$ cat config.mk
export PLATFORM = sky130hd
export DESIGN_NAME = fp_sign_merge
export DESIGN_NICKNAME = d
export VERILOG_FILES = /design/src/rtl/fp_sign_merge.sv
export SDC_FILE = /design/constraint.sdc
export NUM_CORES = 1
export LEC_CHECK = 0
export CORE_AREA = 3 3 91 93
export DETAILED_ROUTE_END_ITERATION = 12
export DIE_AREA = 0 0 94 96
export DONT_BUFFER_PORTS = 1
export PLACE_DENSITY_LB_ADDON = 0.08
export SYNTH_ARGS = -nofsm -noshare
export SYNTH_HDL_FRONTEND = slang
export SYNTH_SLANG_ARGS = --single-unit
$ cat constraint.sdc
create_clock -name clk -period 0.8 [get_ports clk]
set_clock_uncertainty 0.1 [all_clocks]
set_input_delay 0.04 -clock clk [delete_from_list [all_inputs] [get_ports clk]]
set_output_delay 0.04 -clock clk [all_outputs]
set_load 0.005 [all_outputs]
$ cat src/rtl/fp_sign_merge.sv
module fp_sign_merge #(
  parameter int DW  = 64,
  parameter int OPW = 3,
  parameter int SW  = 32
) (
  input  logic           clk,
  input  logic           rst_n,
  input  logic           req,
  input  logic           fpu_en,
  input  logic [OPW-1:0] op,
  input  logic           rec,
  input  logic [DW-1:0]  a,
  input  logic [DW-1:0]  b,
  input  logic [SW-1:0]  status,
  output logic [DW-1:0]  res,
  output logic           res_vld,
  output logic           unavail,
  output logic [3:0]     cr1,
  output logic           cr1_vld
);
  localparam int HW = DW / 2;
  localparam int SB = DW - 1;
  localparam logic [OPW-1:0] OP_ABS   = OPW'(1);
  localparam logic [OPW-1:0] OP_NABS  = OPW'(2);
  localparam logic [OPW-1:0] OP_NEG   = OPW'(3);
  localparam logic [OPW-1:0] OP_CPSGN = OPW'(4);
  localparam logic [OPW-1:0] OP_MEVEN = OPW'(5);
  localparam logic [OPW-1:0] OP_MODD  = OPW'(6);

  logic [DW-1:0] nxt;
  logic          take;
  logic          is_merge;

  assign take     = req & fpu_en;
  assign is_merge = (op == OP_MEVEN) | (op == OP_MODD);

  always_comb begin
    case (op)
      OP_ABS:   nxt = {1'b0, b[SB-1:0]};
      OP_NABS:  nxt = {1'b1, b[SB-1:0]};
      OP_NEG:   nxt = {~b[SB], b[SB-1:0]};
      OP_CPSGN: nxt = {a[SB], b[SB-1:0]};
      OP_MEVEN: nxt = {a[DW-1:HW], b[DW-1:HW]};
      OP_MODD:  nxt = {a[HW-1:0], b[HW-1:0]};
      default:  nxt = b;
    endcase
  end

  always_ff @(posedge clk or negedge rst_n) begin
    if (!rst_n) begin
      res     <= '0;
      res_vld <= 1'b0;
      unavail <= 1'b0;
      cr1     <= '0;
      cr1_vld <= 1'b0;
    end else begin
      res_vld <= take;
      unavail <= req & ~fpu_en;
      cr1_vld <= take & rec & ~is_merge;
      if (take) res <= nxt;
      if (take & rec & ~is_merge) cr1 <= status[SW-1 -: 4];
    end
  end
endmodule


==> impl_metrics.py <==
metrics = {
    "synthesis": {
        "syn-instance-count": 348,
        "yosys.area.top_type": "dfrtp_1",
        "synth.net_count": 516,
        "yosysWarnings": 0,
        "synth.avg_cell_area_um2": 9.98,
        "yosys-top-cells-area": "dfrtp_1 (51%), a221o_1 (8.9%), o22a_1 (7.8%)",
        "synth_cell_types": 25,
        "ys_seq_elements": 71,
        "syn_area_um2": 3470,
        "synth-seq-area-share_pct": 51.2,
        "yosysTopAreaCellShare_pct": 51.2,
    },
    "sta": {
        "setup_violations": 122,
        "final_hold_viol_count": 110,
        "hold_ws_ns": -0.713,
        "max_freq_ghz": 0.910,
        "max_slew_margin_pct": 80.3,
        "post-route-min-period_ns": 1.10,
        "tns_ns": -18.07,
        "fin_crit_sh_pct": 137,
        "worst_pin_slew_ns": 0.292,
        "rsz0062_at_grt": "true",
        "slew_violations": 0,
        "finalWorstSetupSlack_ns": -0.299,
    },
    "global_routing": {
        "grt_antenna_before_repair": 0,
        "grt_usage_pct": 27.2,
        "grt_pass1_vias": 3680,
        "grt_first_pass_wirelength_um": 18800,
        "grt_overflow_total": 0,
        "grt_max_degree": 72,
    },
    "placed_design": {
        "place_inst": 504,
        "place_congestion": 0.767,
        "post-place-ws_ns": -0.393,
        "dp_hpwl_um": 7750,
        "port_buffers": 0,
    },
    "layout": {
        "n_fill_cell": 449,
        "drive_above_1_share_pct": 32.1,
        "final_common_cell": "buf_6",
        "multi_input_area_um2": 1680,
        "stdcell_count": 623,
        "finalNetCount": 684,
        "diodes": 0,
        "layout_common_cells": "buf_6 (95), dfrtp_1 (71), dlygate4sd3_1 (69)",
        "area_growth_pct": 71.6,
        "final_core_util_pct": 78.3,
        "register_area_um2": 1780,
    },
    "cts": {
        "clk_pin_slew_ns": 0.09,
        "clock-sinks": 71,
        "numCtsBuffers": 9,
        "cts_hold_buf": 71,
        "cts.root.buffer_cell": "clkbuf_8",
        "htreeDepth": 3,
        "cts.path.max_buffers": 2,
        "worstSkewPairLatency_ns": 0.34,
        "cts_tree": "yes",
    },
    "power": {
        "p_sw_mw": 3.00,
        "power.density_nw_per_um2": 1910,
        "p_leak_nw": 2.59,
        "power_frac_comb_pct": 28.9,
        "ir_drop_mv": 1.23,
        "p_int_mw": 8.39,
        "p_seq_share_pct": 40.0,
        "switching_share_pct": 26.3,
        "clkPwrFrac_pct": 31.1,
    },
    "detailed_routing": {
        "drc": 0,
        "wl_per_cell_um": 20.6,
        "drt_iter0_drc": 177,
        "postRouteAntennaNets": 0,
        "dr.pass1.iters": 4,
        "dr.max_layer_used": "met4",
        "wl_met3_um": 1060,
        "post_drt_via_cell_ratio": 5.81,
        "routed-via-count": 3622,
        "wl_met2_um": 6770,
        "drt-total-wl_um": 12900,
        "drt-met1-wl_um": 4850,
    },
    "die": {
        "io_pins": 239,
        "core_area_um2": 7610,
        "die-width_um": 94,
        "die_h_um": 96,
        "rows": 32,
        "start_util_pct": 45.6,
        "die_area_um2": 9020,
    },
    "run_status": {
        "status": "finished with violations",
        "violations": "negative hold slack, negative setup slack",
    },
    "critical_path": {
        "crit_type": "reg -> out",
        "cp_max_fo": 2,
        "crit_path_end_kind": "output pin",
        "start_kind": "flip-flop",
        "cp.arrival_ns": 0.96,
        "cp_data_required_time_ns": 0.66,
    },
    "worst_hold_path": {
        "hold_class": "in -> async",
    },
    "flow_run": {
        "drv_cap": 0,
    },
}
-- critical path, stage by stage (launching register included) --
cell and delay (ns):
dfrtp_1 0.40, buf_6 0.12, buf_6 0.10
-- flip-flops by register name (all words and copies together) (netlist names) --
name / flops
res_vld: 1
unavail: 1
res: 64
cr1: 4
cr1_vld: 1
-- cell type report --
| type | instances | share of cell area (%) |
|---|---|---|
| clock buffers | 9 | 2.08 |
| clock inverters | 7 | 2.02 |
| inverters | 2 | 0.126 |
| multi-input cells | 241 | 28.2 |
| flip-flops and latches | 71 | 29.8 |
| well taps | 102 | 2.14 |
| repair buffers | 191 | 35.6 |
-- power by group through the flow --
stage          logic (mW)  clock network (mW)  registers, mW
2_1_floorplan       0.966                   0           4.49
3_3_place_gp         2.08                   0           4.45
3_5_place_dp         2.12                   0           4.47
4_1_cts              2.95                3.62           4.50
5_1_grt              3.53                3.76           4.60
6_report             3.30                3.55           4.55
-- cell usage after synthesis, drive strengths merged --
cell type	n
a211o	1
a21boi	31
a21oi	1
a221o	31
a31oi	33
a41oi	1
and3	1
and3b	2
buf	13
clkbuf	21
dfrtp	71
inv	2
mux2	4
nand2	66
nand3	1
nand3b	1
nor2	33
nor2b	1
nor3	1
o21ai	1
o22a	31
xor2	1
-- per-layer routing --
metal,vias to the layer above,GRT usage (%)
met5,-,0
met4,0,9.99
met3,19,7.35
met2,201,47.7
met1,1776,32.1
li1,1626,-
-- cells by family (layout without fill, tap and decap cells) --
kind of cell / after synthesis / in the layout / share of synthesized area, %
AO/OA/AOI/OAI: 130 / 130 / 30.2
XOR/XNOR: 1 / 1 / 0.252
buffers and inverters: 36 / 209 / 5.01
multiplexers: 4 / 4 / 1.30
flip-flops: 71 / 71 / 51.2
AND/OR/NAND/NOR: 106 / 106 / 12.1
-- worst paths after layout --
check / slack [ns] / startpoint / cells past startpoint / endpoint
max in group asynchronous: 1.19 / rst_n / 0 / res[60]$_DFFE_PN0N_
setup reg to reg: -0.20 / cr1[1]$_DFFE_PN0P_ / 2 / cr1[1]$_DFFE_PN0P_
hold / removal: -0.71 / rst_n / 0 / res[5]$_DFFE_PN0N_
hold reg to reg: 0.43 / res[39]$_DFFE_PN0N_ / 1 / res[39]$_DFFE_PN0N_
setup / recovery: -0.30 / res[45]$_DFFE_PN0N_ / 2 / res[45]
min in group clk: -0.26 / op[2] / 1 / cr1_vld$_DFF_PN0_
-- metrics by stage --
stage	power [mW]	area, µm²
after floorplan	5.46	3540
after global placement	6.54	4240
after global routing	11.9	5960
after CTS	11.1	5710
after detailed placement	6.59	4240
final	11.4	5960
-- what timing repair did --
| item | 4_1_cts | 5_1_grt |
|---|---|---|
| pin swaps | 24 | 54 |
| resized for setup | 79 | 60 |
| hold endpoints to repair | 141 | 109 |
| setup endpoints to repair | 103 | 138 |
| cloned | 4 | 0 |
| setup buffers | 14 | 18 |
Power figures use the tool's default switching activity.
